===== src/rtl/cfgi2c_pkg.sv =====
package cfgi2c_pkg;

   typedef enum logic [2:0] {
      ST_IDLE,
      ST_RX,
      ST_RX_ACK,
      ST_TX,
      ST_TX_ACK
   } bus_st_e;

   typedef enum logic [1:0] {
      RL_ADDR,
      RL_INDEX,
      RL_COUNT,
      RL_DATA
   } rx_role_e;

   localparam int IDX_STRAP  = 4;
   localparam int IDX_VID    = 6;
   localparam int IDX_DID    = 7;
   localparam int IDX_CNT    = 8;
   localparam int IDX_CTRL   = 10;
   localparam int IDX_DIV    = 15;
   localparam int ALARM_BIT  = 5;
   localparam int PROG_BIT   = 7;
   localparam logic [3:0] VENDOR_NIB = 4'h1;

   // writable bit mask per location
   function automatic logic [7:0] wr_mask(input int unsigned idx);
      logic [7:0] m;
      m = 8'h00;
      if (idx <= 3 || idx == 8 || idx == 9) m = 8'hFF;
      else if (idx >= 11 && idx <= 13)      m = 8'hFF;
      else if (idx >= 15 && idx <= 22)      m = 8'hFF;
      else if (idx == 10)                   m = 8'hDF;
      else if (idx == 14)                   m = 8'h1F;
      else if (idx == 23)                   m = 8'h0F;
      return m;
   endfunction

   // power-up contents per location
   function automatic logic [7:0] reset_val(input int unsigned idx);
      logic [7:0] v;
      case (idx)
         1:       v = 8'hF7;
         2:       v = 8'hFF;
         3:       v = 8'h7F;
         8:       v = 8'h0F;
         9:       v = 8'h10;
         15, 16:  v = 8'h55;
         17:      v = 8'h09;
         default: v = 8'h00;
      endcase
      return v;
   endfunction

endpackage


===== src/rtl/cfgi2c_sync.sv =====
module cfgi2c_sync #(
   parameter int STAGES = 2,
   parameter bit FILTER = 1'b0
) (
   input  logic clk,
   input  logic rst_n,
   input  logic scl_i,
   input  logic sda_i,
   output logic scl_lvl,
   output logic sda_lvl,
   output logic scl_rise,
   output logic scl_fall,
   output logic start_det,
   output logic stop_det
);

   if (STAGES < 2) begin : g_bad_stages
      $error("cfgi2c_sync: STAGES must be at least 2");
   end
   if (FILTER && STAGES < 3) begin : g_bad_filter
      $error("cfgi2c_sync: FILTER needs STAGES of 3 or more");
   end

   logic [STAGES-1:0] scl_sh;
   logic [STAGES-1:0] sda_sh;
   logic              scl_d;
   logic              sda_d;

   always_ff @(posedge clk or negedge rst_n) begin
      if (!rst_n) begin
         scl_sh <= '1;
         sda_sh <= '1;
      end else begin
         scl_sh <= {scl_sh[STAGES-2:0], scl_i};
         sda_sh <= {sda_sh[STAGES-2:0], sda_i};
      end
   end

   if (FILTER) begin : g_majority
      logic [2:0] sw, dw;
      assign sw      = scl_sh[STAGES-1 -: 3];
      assign dw      = sda_sh[STAGES-1 -: 3];
      assign scl_lvl = (sw[0] & sw[1]) | (sw[0] & sw[2]) | (sw[1] & sw[2]);
      assign sda_lvl = (dw[0] & dw[1]) | (dw[0] & dw[2]) | (dw[1] & dw[2]);
   end else begin : g_plain
      assign scl_lvl = scl_sh[STAGES-1];
      assign sda_lvl = sda_sh[STAGES-1];
   end

   always_ff @(posedge clk or negedge rst_n) begin
      if (!rst_n) begin
         scl_d <= 1'b1;
         sda_d <= 1'b1;
      end else begin
         scl_d <= scl_lvl;
         sda_d <= sda_lvl;
      end
   end

   assign scl_rise  = scl_lvl & ~scl_d;
   assign scl_fall  = ~scl_lvl & scl_d;
   assign start_det = scl_lvl & scl_d & sda_d & ~sda_lvl;
   assign stop_det  = scl_lvl & scl_d & ~sda_d & sda_lvl;

endmodule


===== src/rtl/cfgi2c_proto.sv =====
module cfgi2c_proto
   import cfgi2c_pkg::*;
#(
   parameter logic [6:0] ADDR7 = 7'h69
) (
   input  logic       clk,
   input  logic       rst_n,
   input  logic       scl_lvl,
   input  logic       sda_lvl,
   input  logic       scl_rise,
   input  logic       scl_fall,
   input  logic       start_det,
   input  logic       stop_det,
   input  logic [7:0] rd_data,
   input  logic [7:0] cnt_byte,
   output logic       sda_oe,
   output logic       wr_en,
   output logic [7:0] wr_idx,
   output logic [7:0] wr_data,
   output logic [7:0] rd_idx
);

   bus_st_e    st;
   rx_role_e   role;
   logic [7:0] shreg;
   logic [3:0] bitcnt;
   logic [7:0] idx;
   logic [7:0] wcnt;
   logic       rd_mode;

   assign rd_idx = idx;

   always_ff @(posedge clk or negedge rst_n) begin
      if (!rst_n) begin
         st      <= ST_IDLE;
         role    <= RL_ADDR;
         shreg   <= '0;
         bitcnt  <= '0;
         idx     <= '0;
         wcnt    <= '0;
         rd_mode <= 1'b0;
         sda_oe  <= 1'b0;
         wr_en   <= 1'b0;
         wr_idx  <= '0;
         wr_data <= '0;
      end else begin
         wr_en <= 1'b0;
         if (start_det) begin
            st     <= ST_RX;
            role   <= RL_ADDR;
            bitcnt <= '0;
            sda_oe <= 1'b0;
         end else if (stop_det) begin
            st     <= ST_IDLE;
            sda_oe <= 1'b0;
         end else begin
            case (st)
               ST_RX: begin
                  if (scl_rise && bitcnt != 4'd8) begin
                     shreg  <= {shreg[6:0], sda_lvl};
                     bitcnt <= bitcnt + 4'd1;
                  end else if (scl_fall && bitcnt == 4'd8) begin
                     case (role)
                        RL_ADDR: begin
                           if (shreg[7:1] == ADDR7) begin
                              sda_oe  <= 1'b1;
                              rd_mode <= shreg[0];
                              role    <= RL_INDEX;
                              st      <= ST_RX_ACK;
                           end else begin
                              st <= ST_IDLE;
                           end
                        end
                        RL_INDEX: begin
                           idx    <= shreg;
                           sda_oe <= 1'b1;
                           role   <= RL_COUNT;
                           st     <= ST_RX_ACK;
                        end
                        RL_COUNT: begin
                           wcnt   <= shreg;
                           sda_oe <= 1'b1;
                           role   <= RL_DATA;
                           st     <= ST_RX_ACK;
                        end
                        default: begin
                           if (wcnt != 8'd0) begin
                              wr_en   <= 1'b1;
                              wr_idx  <= idx;
                              wr_data <= shreg;
                              idx     <= idx + 8'd1;
                              wcnt    <= wcnt - 8'd1;
                              sda_oe  <= 1'b1;
                              st      <= ST_RX_ACK;
                           end else begin
                              st <= ST_IDLE;
                           end
                        end
                     endcase
                  end
               end
               ST_RX_ACK: begin
                  if (scl_fall) begin
                     bitcnt <= '0;
                     if (rd_mode && role == RL_INDEX) begin
                        shreg  <= cnt_byte;
                        sda_oe <= ~cnt_byte[7];
                        st     <= ST_TX;
                     end else begin
                        sda_oe <= 1'b0;
                        st     <= ST_RX;
                     end
                  end
               end
               ST_TX: begin
                  if (scl_rise && bitcnt != 4'd8) begin
                     bitcnt <= bitcnt + 4'd1;
                  end else if (scl_fall && bitcnt == 4'd8) begin
                     sda_oe <= 1'b0;
                     st     <= ST_TX_ACK;
                  end else if (scl_fall && bitcnt != 4'd0) begin
                     sda_oe <= ~shreg[6];
                     shreg  <= {shreg[6:0], 1'b0};
                  end
               end
               ST_TX_ACK: begin
                  if (scl_rise && sda_lvl) begin
                     st <= ST_IDLE;
                  end else if (scl_fall) begin
                     shreg  <= rd_data;
                     sda_oe <= ~rd_data[7];
                     idx    <= idx + 8'd1;
                     bitcnt <= '0;
                     st     <= ST_TX;
                  end
               end
               default: ;
            endcase
         end
      end
   end


   sda_low_scl_chk: assert property (@(posedge clk) disable iff (!rst_n)
      $rose(sda_oe) |-> !scl_lvl);


   start_restart_chk: assert property (@(posedge clk) disable iff (!rst_n)
      start_det |=> (!sda_oe && st == ST_RX && bitcnt == 4'd0));


   stop_idle_chk: assert property (@(posedge clk) disable iff (!rst_n)
      stop_det |=> (st == ST_IDLE && !sda_oe));


   idle_released_chk: assert property (@(posedge clk) disable iff (!rst_n)
      (st == ST_IDLE) |-> !sda_oe);


   no_write_in_read_chk: assert property (@(posedge clk) disable iff (!rst_n)
      wr_en |-> !rd_mode);

endmodule


===== src/rtl/cfgi2c_regs.sv =====
module cfgi2c_regs
   import cfgi2c_pkg::*;
#(
   parameter int         NREG   = 24,
   parameter logic [7:0] DEV_ID = 8'h3C
) (
   input  logic              clk,
   input  logic              rst_n,
   input  logic              wr_en,
   input  logic [7:0]        wr_idx,
   input  logic [7:0]        wr_data,
   input  logic [7:0]        rd_idx,
   input  logic [3:0]        strap_i,
   input  logic              alarm_i,
   input  logic [3:0]        rev_id_i,
   output logic [7:0]        rd_data,
   output logic [7:0]        cnt_byte,
   output logic [NREG*8-1:0] cfg_flat,
   output logic [23:0]       eff_div
);

   localparam int         IW      = $clog2(NREG);
   localparam logic [7:0] NREG8   = 8'(NREG);
   localparam logic [23:0] DIV_DEF = {reset_val(IDX_DIV + 2), reset_val(IDX_DIV + 1),
                                      reset_val(IDX_DIV)};

   logic [NREG*8-1:0] view_flat;

   for (genvar g = 0; g < NREG; g++) begin : g_loc
      localparam logic [7:0] MASK = wr_mask(g);
      localparam logic [7:0] INIT = reset_val(g) & wr_mask(g);
      logic [7:0] q;

      if (MASK == 8'h00) begin : g_const
         assign q = 8'h00;
      end else begin : g_flop
         always_ff @(posedge clk or negedge rst_n) begin
            if (!rst_n)                          q <= INIT;
            else if (wr_en && wr_idx == 8'(g))   q <= wr_data & MASK;
         end
      end

      assign cfg_flat[g*8 +: 8] = q;

      if (g == IDX_STRAP) begin : g_v_strap
         assign view_flat[g*8 +: 8] = {strap_i, 4'h0};
      end else if (g == IDX_VID) begin : g_v_vid
         assign view_flat[g*8 +: 8] = {rev_id_i, VENDOR_NIB};
      end else if (g == IDX_DID) begin : g_v_did
         assign view_flat[g*8 +: 8] = DEV_ID;
      end else if (g == IDX_CTRL) begin : g_v_ctrl
         assign view_flat[g*8 +: 8] = {q[7:ALARM_BIT+1], alarm_i, q[ALARM_BIT-1:0]};
      end else begin : g_v_plain
         assign view_flat[g*8 +: 8] = q;
      end
   end

   always_comb begin
      rd_data = 8'h00;
      if (rd_idx < NREG8) rd_data = view_flat[{rd_idx[IW-1:0], 3'b000} +: 8];
   end

   assign cnt_byte = cfg_flat[IDX_CNT*8 +: 8];
   assign eff_div  = cfg_flat[IDX_CTRL*8 + PROG_BIT] ? cfg_flat[IDX_DIV*8 +: 24] : DIV_DEF;


   ro_write_ignored_chk: assert property (@(posedge clk) disable iff (!rst_n)
      (wr_en && (wr_idx >= NREG8 || wr_mask(int'(wr_idx)) == 8'h00)) |=> $stable(cfg_flat));


   change_needs_write_chk: assert property (@(posedge clk) disable iff (!rst_n)
      !$stable(cfg_flat) |-> $past(wr_en));

endmodule


===== src/rtl/cfg_i2c_target.sv =====
module cfg_i2c_target #(
   parameter int         NREG          = 24,
   parameter logic [6:0] ADDR7         = 7'h69,
   parameter logic [7:0] DEV_ID        = 8'h3C,
   parameter int         SYNC_STAGES   = 2,
   parameter bit         GLITCH_FILTER = 1'b0
) (
   input  logic              clk,
   input  logic              rst_n,
   input  logic              scl_i,
   input  logic              sda_i,
   output logic              sda_oe_o,
   input  logic [3:0]        strap_i,
   input  logic              alarm_i,
   input  logic [3:0]        rev_id_i,
   output logic [NREG*8-1:0] cfg_o,
   output logic [23:0]       eff_div_o
);

   if (NREG < 18 || NREG > 255) begin : g_bad_nreg
      $error("cfg_i2c_target: NREG must lie in 18..255");
   end

   logic       scl_lvl, sda_lvl, scl_rise, scl_fall, start_det, stop_det;
   logic       wr_en;
   logic [7:0] wr_idx, wr_data, rd_idx, rd_data, cnt_byte;

   cfgi2c_sync #(
      .STAGES (SYNC_STAGES),
      .FILTER (GLITCH_FILTER)
   ) u_sync (
      .clk       (clk),
      .rst_n     (rst_n),
      .scl_i     (scl_i),
      .sda_i     (sda_i),
      .scl_lvl   (scl_lvl),
      .sda_lvl   (sda_lvl),
      .scl_rise  (scl_rise),
      .scl_fall  (scl_fall),
      .start_det (start_det),
      .stop_det  (stop_det)
   );

   cfgi2c_proto #(
      .ADDR7 (ADDR7)
   ) u_proto (
      .clk       (clk),
      .rst_n     (rst_n),
      .scl_lvl   (scl_lvl),
      .sda_lvl   (sda_lvl),
      .scl_rise  (scl_rise),
      .scl_fall  (scl_fall),
      .start_det (start_det),
      .stop_det  (stop_det),
      .rd_data   (rd_data),
      .cnt_byte  (cnt_byte),
      .sda_oe    (sda_oe_o),
      .wr_en     (wr_en),
      .wr_idx    (wr_idx),
      .wr_data   (wr_data),
      .rd_idx    (rd_idx)
   );

   cfgi2c_regs #(
      .NREG   (NREG),
      .DEV_ID (DEV_ID)
   ) u_regs (
      .clk      (clk),
      .rst_n    (rst_n),
      .wr_en    (wr_en),
      .wr_idx   (wr_idx),
      .wr_data  (wr_data),
      .rd_idx   (rd_idx),
      .strap_i  (strap_i),
      .alarm_i  (alarm_i),
      .rev_id_i (rev_id_i),
      .rd_data  (rd_data),
      .cnt_byte (cnt_byte),
      .cfg_flat (cfg_o),
      .eff_div  (eff_div_o)
   );

endmodule


===== config.mk =====
export PLATFORM = sky130hd
export DESIGN_NAME = cfg_i2c_target
export DESIGN_NICKNAME = d
export VERILOG_FILES = /design/src/rtl/cfgi2c_pkg.sv /design/src/rtl/cfgi2c_sync.sv /design/src/rtl/cfgi2c_proto.sv /design/src/rtl/cfgi2c_regs.sv /design/src/rtl/cfg_i2c_target.sv
export SDC_FILE = /design/constraint.sdc
export NUM_CORES = 1
export LEC_CHECK = 0
export ABC_AREA = 1
export ABC_CLOCK_PERIOD_IN_PS = 2600
export BUFFER_PORTS_ARGS = -buffer_cell sky130_fd_sc_hd__buf_2
export CELL_PAD_IN_SITES_DETAIL_PLACEMENT = 0
export CELL_PAD_IN_SITES_GLOBAL_PLACEMENT = 1
export CORE_MARGIN = 3
export CORE_UTILIZATION = 40
export DETAILED_ROUTE_END_ITERATION = 8
export GPL_TIMING_DRIVEN = 0
export PLACE_DENSITY_LB_ADDON = 0.3
export SYNTH_ARGS = -nofsm -noshare
export SYNTH_HDL_FRONTEND = slang
export SYNTH_SLANG_ARGS = --single-unit

===== constraint.sdc =====
create_clock -name clk -period 2.6 [get_ports clk]
set_clock_uncertainty 0.1 [all_clocks]
set_input_delay 0 -clock clk [delete_from_list [all_inputs] [get_ports clk]]
set_output_delay 0 -clock clk [all_outputs]
set_load 0.1 [all_outputs]

; ---- After elaboration in Yosys (flattened, before gate mapping)
; Cells that the tools add are included.
[classes]
addsub = 3
magnitude_cmp = 1
n_eq_ne = 56
shifts = 1
muxes = 69
n_bitwise = 19
n_reduce_logical = 51
[ops]
columns = cell, n
row1 = $shiftx A192 B9 Y8, 1
row2 = $mux W8, 15
row3 = $eq A8 B4 Y1 const B, 8
row4 = $eq A8 B5 Y1 const B, 8
row5 = $pmux W8 S2, 3
row6 = $pmux W8 S4, 1
row7 = $reduce_and A7 Y1, 4
row8 = $mux W3, 9
row9 = $logic_and A1 B1 Y1, 25
row10 = $mux W24, 1
row11 = $mux W1, 20
row12 = $mux W4, 5
row13 = $mux W2, 9
row14 = $eq A8 B2 Y1 const B, 2
row15 = $ne A4 B3 Y1 const B, 4
row16 = $ne A4 B4 Y1 const B, 4
row17 = $reduce_bool A4 Y1, 4
row18 = $ne A2 B2 Y1 const B, 7
row19 = $ne A2 B1 Y1 const B, 6
row20 = $not A1 Y1, 12
row21 = $pmux W3 S4, 1
row22 = $pmux W4 S3, 1
row23 = $reduce_and A11 Y1, 1
row24 = $ne A5 B3 Y1 const B, 2
row25 = other kinds (33), 47
[word_totals]
ff_bits = 210
input_bits = 13
out_inout_bits = 217
wordCells = 235

; ---- Logic depth before layout (Yosys ltp)
; Gate-level depths: netlist of the first run.
[logic_depth]
depth_word = 9
mapped_depth = 16

; ---- Modules after synthesis
; From an unflattened synthesis of the first run, not the netlist that was laid out.
[hier_totals]
hier_cells = 1525
hier_area_um2 = 11532.3
[by_module_without_submodules]
columns = module, n_inst, cells_per_inst, area_per_inst_um2, seq_area_each_um2
row1 = cfgi2c_regs, 1, 1051, 8015.2, 3849.9
row2 = cfgi2c_proto, 1, 457, 3318.2, 1301.2
row3 = cfgi2c_sync, 1, 17, 198.9, 157.7

; ---- Worst setup path before layout of the first run
; No wires, ideal clock.
[synth_path]
kind = register -> output
start = register u_regs.g_loc[10].q[7]
end = output eff_div_o[13]
arrival_time_ns = 2.167
required_time_ns = 2.500
setup_slack_ns = 0.333
path_stages_with_launch = 5
path_buffers = 2
path_cell_list = dfrtp_1 -> clkbuf_1 -> clkbuf_1 -> nand2_1 -> inv_1
[synth_between]
elab_chain_cells = 1
[synth_lines]
columns = item, line
row1 = start: declaration, cfgi2c_regs.sv:32  ; logic [7:0] q;
row2 = start signal: assignment, cfgi2c_regs.sv:39  ; else if (wr_en && wr_idx == 8'(g)) q <= wr_data & MASK;
row3 = $mux W24, cfgi2c_regs.sv:64  ; assign eff_div = cfg_flat[IDX_CTRL*8 + PROG_BIT] ? cfg_flat[IDX_DIV*8 +: 24] : DIV_DEF;
row4 = end: declaration, cfg_i2c_target.sv:17  ; output logic [23:0] eff_div_o
; No other way between the ends.

; ---- Final worst setup path of the first run
[layout_path]
start = register u_regs.g_loc[10].q[7]
end = output eff_div_o[0]
; The elaborated chain is that of the path after synthesis.

==> summary.txt, run 1 <==
Die
  – Core box area: 0.02650 mm²
  – Die Wd: 171.6 µm
  – # rows: 59
  – Die area: 0.02945 mm²
  – Starting Density: 41.40%
  – Top Ports: 230
  – Die Ht: 171.6 µm

Cells and area
  – Fraction of layout cells with a size suffix above 1: 21.50%
  – Net count, final: 1,727
  – Ant. Diodes: 0
  – Area Overhead vs Synth: 21.92%

Synth
  – Top_reg_cell synth: dfrtp_1
  – Synth Instances: 1,446
  – Flops & latches, synth: 210
  – Top post-synthesis cells by area: dfrtp_1, nand2_1, dfstp_2
  – Yosys top cell by area: dfrtp_1
  – Number of flops mapped to enable cells by yosys: 0
  – Library cells used by synthesis: 43
  – Share of flip-flops with an asynchronous set or reset: 100.0%
  – Syn avg cell area: 7.588 µm²
  – Synthesized area: 0.01097 mm²
  – Seq/Total Area, Yosys: 48.39%
  – Count leader, synth: nand2_1
  – Yosys warnings: 0
  – Yosys top cell area share: 38.09%
  – Commonest cells in the netlist: nand2_1, o21ai_0, dfrtp_1

Routing
  – DRT iter0 DRCs: 971
  – Via density: 5.226
  – Pre-Repair DR Iteration Count: 5
  – DRC viols: 0
  – Routed wire length: 40,000 µm
  – DR vias: 10,750
  – Antenna Nets Post-Route: 0
  – Wire length per cell: 19.45 µm

Global routing
  – Initial antenna violation count: 0
  – Largest net degree at the start of global routing: 112
  – GRT Resource Usage Total: 26.67%
  – Vias in the first global route: 9,937
  – First-pass GRT wire length: 59,770 µm
  – Total grt overflow: 0

Place
  – Placement Setup Slack: 0.2897 ns
  – GPL Wtd Cong: 0.9175
  – Buffers on Ports: 189
  – Hpwl dp: 29,300 µm

Timing
  – Setup WS post-layout: 0.1193 ns
  – Final period util: 95.41%
  – Final Hold Viols: 5
  – Hold WS: -0.01973 ns
  – RSZ-0062 raised after global routing: no
  – Final setup viols: 0
  – Worst-Margin Slew: 0.9266 ns
  – Highest Clock Rate: 403.1 MHz
  – Max_slew headroom: 38.23%
  – Final min period: 2.481 ns
  – Fin. max-slew vios: 0

Power and ir drop
  – Pwr per Cell Area: 802.7 mW/mm²
  – Switching part of the total: 38.60%
  – Combinational group share of total power: 33.0%
  – Tot Pwr: 0.01074 W
  – Reg power frac: 33.9%
  – VDD IR max: 0.6514 mV
  – P_leak: 6.796 nW
  – Cell Int Power: 0.006593 W
  – Net switching power: 0.004145 W
  – Clock power share: 33.1%

Clocking
  – Maximum clock path buffer count: 3
  – CTS HTree Levels: 1
  – Root buf cell: clkbuf_16
  – Setup Buffers After CTS: 0
  – Clock Latency Late Sink: 0.53 ns
  – Clk slew on worst S/H paths: 0.06 ns
  – CTS tree: yes
  – Clk sink count: 210
  – TritonCTS Buffers: 24

Job
  – Max Cap Viol: 0

Worst setup path
  – Arr. time, crit path: 2.38 ns
  – Startpoint types: flip-flop
  – Cells on worst reg2reg path: 12
  – Endpoint class of the critical path: output port
  – Worst Path Required: 2.50 ns
  – Worst reg2reg setup slack: 0.24 ns
  – CP max FO: 10
  – Crit Path Category: flip-flop to output port

Min path
  – Tightest Hold Check Type: primary input to async pin

Status
  – Failing checks: hold timing
  – Status: finished with violations
-- through the flow --
step / util, % / setup TNS (ns) / hold WS [ns] / area [µm²] / instances
CTS: 50.47 / 0 / 0.007834 / 13380 / 2056
global placement: 47.10 / -399.28 / 0.005864 / 12480 / 2009
finish: 50.47 / 0 / -0.01973 / 13380 / 2056
floorplan: - / 0 / -0.3956 / 11120 / 1485
global route: 50.47 / 0 / 0.02426 / 13380 / 2056
detailed placement: 47.25 / 0 / -0.01218 / 12520 / 2010
-- registers in the layout (all words and copies together), names as in the netlist, 2 cells and up --
register / cells
u_regs.cnt_byte: 8
u_proto.wr_data: 8
u_proto.shreg: 8
u_sync.sda_sh: 2
u_proto.st: 3
u_proto.bitcnt: 4
u_proto.wcnt: 8
u_regs.g_loc.q: 144
u_proto.role: 2
u_proto.rd_idx: 8
u_sync.scl_sh: 2
u_proto.wr_idx: 8
-- metal layers --
metal	GRT usage [%]	vias to the layer above	wire, µm
met2	42.84	451	18260
met3	2.942	68	2611
li1	-	5088	-
met4	9.272	0	1407
met1	37.68	5138	17710
met5	0	-	0
-- placed cells by master, fill, tap and decap left out, types with 7 or more instances in the layout --
| cell type | netlist | layout |
|---|---|---|
| nand2_1 | 470 | 470 |
| o21ai_0 | 223 | 223 |
| buf_2 | 21 | 209 |
| dfrtp_1 | 167 | 167 |
| inv_1 | 136 | 136 |
| nor2_1 | 97 | 97 |
| nand3_1 | 54 | 54 |
| buf_4 | 46 | 46 |
| dfstp_2 | 43 | 43 |
| clkbuf_1 | 39 | 42 |
| conb_1 | 1 | 40 |
| a21oi_1 | 39 | 39 |
| clkbuf_16 | 0 | 25 |
| nand4_1 | 23 | 23 |
| o211ai_1 | 11 | 11 |
| ha_1 | 11 | 11 |
| nor3_1 | 9 | 9 |
| inv_2 | 8 | 8 |
| clkbuf_8 | 0 | 7 |
-- cell families (layout without fill, tap and decap cells) --
| logic type | after synthesis | after routing | synth area share (%) |
|---|---|---|---|
| compound gates | 293 | 293 | 14.03 |
| xor+xnor | 2 | 2 | 0.1597 |
| fa+ha+maj | 11 | 11 | 1.254 |
| buf+inv | 252 | 488 | 10.50 |
| flops | 210 | 210 | 48.39 |
| mux | 1 | 1 | 0.09123 |
| other cells | 1 | 40 | 0.03418 |
| simple gates | 676 | 676 | 25.54 |
-- area by class of cell --
type | instances | area (µm²)
fill | 2699 | 13130
sequential | 210 | 5309
multi-input combinational | 1023 | 4657
timing repair buffer | 193 | 1013
clock buffer | 38 | 744.5
buffer | 107 | 609.3
inverter | 144 | 540.5
tap | 335 | 419.2
clock inverter | 6 | 83.83
-- path summary, 6_finish.rpt --
check                                           start                     to
worst max-delay path            u_regs.g_loc[10].q[7]           eff_div_o[0]
worst min-delay path                            rst_n  u_regs.g_loc[16].q[1]
worst max register to register      u_proto.rd_idx[0]       u_proto.shreg[6]
worst min register to register       u_sync.scl_sh[0]       u_sync.scl_sh[1]
max in group asynchronous                       rst_n          u_proto.st[1]
min in group clk                                sda_i       u_sync.sda_sh[0]
-- critical path, stage by stage, from the launching register on --
cell	delay, ns
dfrtp_1	0.73
buf_1	0.67
nand2_1	0.12
buf_2	0.32
-- power groups by stage --
stage                     Sequential (W)  Combinational (W)  Clock [W]
after global routing             0.00366            0.00389    0.00373
after global placement           0.00368            0.00345          0
final                            0.00364            0.00355    0.00355
after detailed placement         0.00369            0.00348          0
after floorplan                  0.00368            0.00244          0
after CTS                        0.00363            0.00349    0.00360
-- what timing repair did --
action,4_1_cts,5_1_grt
setup endpoints to repair,20,12
hold endpoints to repair,101,0
resized for setup,0,3
hold buffers,3,0
(Power assumes the default switching activity.)
==> inputs of run 2 (changes only) <==
Settings changed: REMOVE_ABC_BUFFERS set to 1.
==> summary.txt, run 2 (synthesis gave the netlist of run 1 again) <==
Global routing
  – First-pass GRT wire length: 54,490 µm (-8.8%)
  – Largest net degree at the start of global routing: 87 (-22%)
  – Total grt overflow: 0 (unchanged)
  – Initial antenna violation count: 1 (+1)
  – Vias in the first global route: 9,191 (-7.5%)
  – GRT Resource Usage Total: 24.04% (-2.6 points)

Place
  – GPL Wtd Cong: 0.8893 (-3.1%)
  – Buffers on Ports: 189 (unchanged)
  – Placement Setup Slack: -1.367 ns (-1.657 ns)
  – Hpwl dp: 24,040 µm (-18%)

Timing
  – Final setup viols: 0 (unchanged)
  – Worst-Margin Slew: 1.066 ns (+0.1399 ns)
  – Final period util: 94.92% (-0.49 points)
  – Setup WS post-layout: 0.1320 ns (+0.01273 ns)
  – Max_slew headroom: 28.90% (-9.3 points)
  – Fin. max-slew vios: 0 (unchanged)
  – Final min period: 2.468 ns (-0.01273 ns)
  – RSZ-0062 raised after global routing: no
  – Final Hold Viols: 0 (-5)
  – Highest Clock Rate: 405.2 MHz (+0.52%)

Cells and area
  – Net count, final: 1,630 (-5.6%)
  – Ant. Diodes: 0 (unchanged)
  – Most common cell after layout, fill and taps aside: nand2_1
  – Largest register FFs: 144 (unchanged)
  – Commonest non-fill, non-tap cells in the layout: nand2_1, o21ai_0, buf_2, dfrtp_1, inv_1
  – Fraction of layout cells with a size suffix above 1: 19.40% (-2.1 points)
  – Area Overhead vs Synth: 18.07%
  – Largest Register: u_regs.g_loc.q

Worst setup path
  – Startpoint types: flip-flop
  – Arr. time, crit path: 2.82 ns (+0.44 ns)
  – CP max FO: 31 (+21)
  – Worst R2R Start: u_proto.rd_idx[1]
  – Worst R2R End: u_proto.shreg[2]
  – Worst reg2reg setup slack: 0.13 ns (-0.11 ns)
  – Endpoint class of the critical path: flip-flop
  – Cells on worst reg2reg path: 10 (-2)
  – Crit Path Category: flip-flop to flip-flop
  – Worst Path Required: 2.95 ns (+0.45 ns)

Power and ir drop
  – Switching part of the total: 38.69% (+0.095 points)
  – P_leak: 6.473 nW (-4.8%)
  – Pwr per Cell Area: 825.6 mW/mm² (+2.9%)
  – Combinational group share of total power: 31.0% (-2.0 points)
  – VDD IR max: 0.3984 mV (-39%)
  – Tot Pwr: 0.01070 W (-0.39%)
  – Net switching power: 0.004139 W (-0.14%)
  – Clock power share: 33.5% (+0.4 points)
  – Cell Int Power: 0.006557 W (-0.54%)
  – Reg power frac: 35.5% (+1.6 points)

Die
  – Starting Density: 41.40% (unchanged)
  – # rows: 59 (unchanged)
  – Die Wd: 171.6 µm (unchanged)
  – Die Ht: 171.6 µm (unchanged)
  – Top Ports: 230 (unchanged)
  – Die area: 0.02945 mm² (unchanged)
  – Core box area: 0.02650 mm² (unchanged)

Routing
  – DRT iter0 DRCs: 1,060 (+9.2%)
  – Via density: 5.130 (-1.8%)
  – Pre-Repair DR Iteration Count: 5 (unchanged)
  – Antenna Nets Post-Route: 0 (unchanged)
  – Wire length per cell: 18.32 µm (-5.8%)
  – Routed wire length: 35,890 µm (-10%)
  – DR vias: 10,050 (-6.5%)
  – DRC viols: 0 (unchanged)

Clocking
  – CTS HTree Levels: 1 (unchanged)
  – CTS tree: yes
  – Maximum clock path buffer count: 3 (unchanged)
  – Clk slew on worst S/H paths: 0.06 ns (about the same)
  – Root buf cell: clkbuf_16
  – Clk sink count: 210 (unchanged)
  – Clock Latency Late Sink: 0.52 ns (about the same)
  – TritonCTS Buffers: 25 (+4.2%)

Min path
  – HP Start: scl_i
  – Hold path depth: 2
  – Tightest Hold Check Type: primary input to flip-flop
  – Hold path endpoint: u_sync.scl_sh[0]

Status
  – Status: complete, no violations

Job
  – Max Cap Viol: 0 (unchanged)
==> run 2: timing repair <==
item                                    CTS  global route
endpoints found under the hold margin   190             0
gates resized for setup                  10             5
cloned                                    2             0
hold buffers                              5             0
buffers inserted                          1             2
pin swaps                                 1             1
endpoints found under the setup margin   16            11
==> run 2: worst max-delay path, stage by stage (launching register included) <==
cell and delay, ns:
dfrtp_4 0.74, inv_6 0.25, nor2_4 0.51, nand2_1 0.13, nand4_1 0.21, nand3_1 0.10, nand2_1 0.12, nand2_1 0.06
nand2_1 0.08, nand2_1 0.05, nand2_1 0.05
==> run 2: worst max-delay path by stage <==
stage | start | endpoint | slack [ns] | cells past startpoint
finish | u_proto.rd_idx[1] | u_proto.shreg[2] | 0.13 | 10
global route | u_proto.role[0] | u_proto.wcnt[5] | 0.0004 | 7
CTS | u_proto.rd_idx[2] | u_proto.shreg[6] | 0.003 | 14
detailed placement | u_proto.rd_idx[1] | u_proto.shreg[1] | -1.37 | 12
global placement | rst_n | u_regs.g_loc[9].q[6] | -2.26 | 1
floorplan | u_proto.rd_idx[0] | u_proto.shreg[4] | -0.02 | 12
==> run 2: area by class of cell <==
cell class | instances | area (µm²)
fill | 2658 | 13550
sequential | 210 | 5318
multi-input combinational | 1024 | 4688
timing repair buffer | 200 | 1126
clock buffer | 41 | 765.7
inverter | 144 | 559.3
tap | 335 | 419.2
clock inverter | 4 | 73.82
timing repair inverter | 1 | 5.005
==> run 2: metal layers <==
layer / routed length (µm) / track usage [%] / vias to the layer above
li1: - / - / 4887
met1: 16410 / 34.41 / 4712
met2: 15900 / 37.87 / 401
met3: 2867 / 5.010 / 47
met4: 707 / 5.178 / 2
met5: 8 / 0 / -
==> run 2: power by group through the flow <==
stage	clock, W	combinational (W)	sequential [W]
finish	0.00358	0.00332	0.00380
global route	0.00377	0.00367	0.00382
CTS	0.00365	0.00328	0.00378
detailed placement	0	0.00321	0.00382
global placement	0	0.00312	0.00387
floorplan	0	0.00216	0.00377
==> run 2: metrics by stage <==
step	util [%]	hold slack, ns	cell area (µm²)	instances	setup TNS [ns]
6_report	48.88	0.03328	12950	1959	0
5_1_grt	48.88	0.02122	12950	1959	0
4_1_cts	48.76	0.01116	12920	1957	0
3_5_place_dp	45.14	-0.1517	11960	1904	-12.66
3_3_place_gp	44.79	0.006683	11870	1901	-436.50
2_1_floorplan	-	-0.3956	10510	1377	-0.02080
==> inputs of run 3 (changes only) <==
Settings changed: HOLD_SLACK_MARGIN set to 0.08.
==> summary.txt, run 3 (synthesis gave the netlist of run 1 again) <==
Routing
  – DRT iter0 DRCs: 1,092 (+3.0%)
  – DRC viols: 0 (unchanged)
  – Via density: 5.133 (about the same)
  – Routed wire length: 35,880 µm (about the same)
  – Pre-Repair DR Iteration Count: 5 (unchanged)
  – Wire length per cell: 18.30 µm (-0.13%)
  – Antenna Nets Post-Route: 0 (unchanged)
  – DR vias: 10,070 (+0.16%)

Place
  – GPL Wtd Cong: 0.8893 (unchanged)
  – Buffers on Ports: 189 (unchanged)
  – Hpwl dp: 24,040 µm (unchanged)

Clocking
  – Clk slew on worst S/H paths: 0.06 ns (about the same)
  – CTS tree: yes
  – Maximum clock path buffer count: 3 (unchanged)
  – Root buf cell: clkbuf_16
  – TritonCTS Buffers: 25 (unchanged)
  – CTS HTree Levels: 1 (unchanged)
  – Clock Latency Late Sink: 0.52 ns (about the same)
  – Clk sink count: 210 (unchanged)

Die
  – Top Ports: 230 (unchanged)
  – Die Ht: 171.6 µm (unchanged)
  – Die Wd: 171.6 µm (unchanged)
  – Starting Density: 41.40% (unchanged)
  – Core box area: 0.02650 mm² (unchanged)
  – # rows: 59 (unchanged)
  – Die area: 0.02945 mm² (unchanged)

Cells and area
  – Most common cell after layout, fill and taps aside: nand2_1
  – Fraction of layout cells with a size suffix above 1: 19.37% (-0.024 points)
  – Area Overhead vs Synth: 18.26%
  – Largest Register: u_regs.g_loc.q
  – Commonest non-fill, non-tap cells in the layout: nand2_1, o21ai_0, buf_2, dfrtp_1, inv_1
  – Net count, final: 1,632 (+0.12%)
  – Ant. Diodes: 0 (unchanged)
  – Largest register FFs: 144 (unchanged)

Worst setup path
  – Worst reg2reg setup slack: 0.11 ns (-0.02 ns)
  – CP max FO: 31 (unchanged)
  – Setup crit start: u_proto.rd_idx[1]
  – Arr. time, crit path: 2.84 ns (+0.02 ns)
  – Worst R2R End: u_proto.shreg[2]
  – Endpoint class of the critical path: flip-flop
  – Setup crit end: u_proto.shreg[2]
  – Worst Path Required: 2.96 ns (about the same)
  – Worst R2R Start: u_proto.rd_idx[1]
  – Startpoint types: flip-flop
  – Cells on worst reg2reg path: 10 (unchanged)
  – Crit Path Category: flip-flop to flip-flop

Timing
  – RSZ-0062 raised after global routing: no
  – Final min period: 2.488 ns (+0.01987 ns)
  – Highest Clock Rate: 402.0 MHz (-0.80%)
  – TNS Setup: 0 ns (unchanged)
  – Fin. max-slew vios: 0 (unchanged)
  – Worst-Margin Slew: 1.077 ns (+0.01026 ns)
  – Final period util: 95.69% (+0.76 points)
  – Final setup viols: 0 (unchanged)
  – Final Hold Viols: 0 (unchanged)
  – Max_slew headroom: 28.22% (-0.68 points)

Global routing
  – Initial antenna violation count: 1 (unchanged)
  – Total grt overflow: 0 (unchanged)
  – Vias in the first global route: 9,185 (-0.065%)
  – First-pass GRT wire length: 54,480 µm (about the same)
  – GRT Resource Usage Total: 24.04% (about the same)
  – Largest net degree at the start of global routing: 87 (unchanged)

Power and ir drop
  – P_leak: 6.481 nW (+0.13%)
  – VDD IR max: 0.3951 mV (-0.83%)
  – Pwr per Cell Area: 825.3 mW/mm² (about the same)
  – Tot Pwr: 0.01071 W (+0.12%)

Job
  – Max Cap Viol: 0 (unchanged)

Status
  – Status: complete, no violations

Min path
  – Tightest Hold Check Type: primary input to async pin
==> run 3: cell types whose count changed in the layout (fill, tap and decap cells not counted) <==
| cell | change |
|---|---|
| dlygate4sd3_1 | +2 |
==> run 3: worst min-delay path by stage <==
stage               slack (ns)  cells after the start              endpoint  startpoint
finish                    0.07                      2  u_regs.g_loc[1].q[7]       rst_n
global route              0.10                      2  u_regs.g_loc[1].q[7]       rst_n
CTS                       0.08                      2  u_regs.g_loc[1].q[7]       rst_n
detailed placement       -0.15                      1  u_regs.g_loc[0].q[7]       rst_n
global placement         0.007                      1      u_sync.sda_sh[0]       sda_i
floorplan                -0.40                      0     u_proto.bitcnt[0]       rst_n
==> run 3: metrics by stage <==
step / setup WS, ns / util, % / hold WS [ns] / area, µm² / std cells
floorplan: -0.02080 / - / -0.3956 / 10510 / 1377
global placement: -2.263 / 44.79 / 0.006683 / 11870 / 1901
detailed placement: -1.367 / 45.14 / -0.1517 / 11960 / 1904
CTS: 0.003450 / 48.84 / 0.08458 / 12940 / 1959
global route: 0.0003901 / 48.96 / 0.1007 / 12970 / 1961
finish: 0.1121 / 48.96 / 0.07379 / 12970 / 1961
==> run 3: area by class of cell <==
cell class                      count  area [µm²]
Fill cell                        2656       13530
Sequential cell                   210        5318
Timing Repair Buffer              202        1146
Clock buffer                       41       765.7
Clock inverter                      4       73.82
Inverter                          144       559.3
Multi-Input combinational cell   1024        4688
Tap cell                          335       419.2
Timing Repair inverter              1       5.005
==> run 3: per-layer routing <==
layer / part of all wire, % / global-route usage (%) / vias up
met5: 0.022 / 0 / -
met4: 1.9 / 5.178 / 2
met3: 8.0 / 5.010 / 50
met2: 44 / 37.85 / 403
met1: 46 / 34.41 / 4719
li1: - / - / 4891
==> run 3: report_power, final <==
group	leakage, nW	switching, W	total, W	internal, W
clock	0.412	0.00138	0.00358	0.00220
combinational	3.33	0.00243	0.00333	0.000905
sequential	2.74	0.000341	0.00380	0.00346
total	6.48	0.00415	0.0107	0.00656
==> run 3: repair_timing <==
action                     4_1_cts  5_1_grt
hold endpoints to repair       207        0
buffers inserted                 1        2
hold buffers                     7        0
gates resized for setup         10        5
gates cloned                     2        0
setup endpoints to repair       16       11
pin swaps                        1        1
==> run 3: critical path, stage by stage, from the launching register on <==
cell and delay, ns:
dfrtp_4 0.74, inv_6 0.25, nor2_4 0.52, nand2_1 0.13
nand4_1 0.21, nand3_1 0.10, nand2_1 0.13, nand2_1 0.06
nand2_1 0.08, nand2_1 0.05, nand2_1 0.05
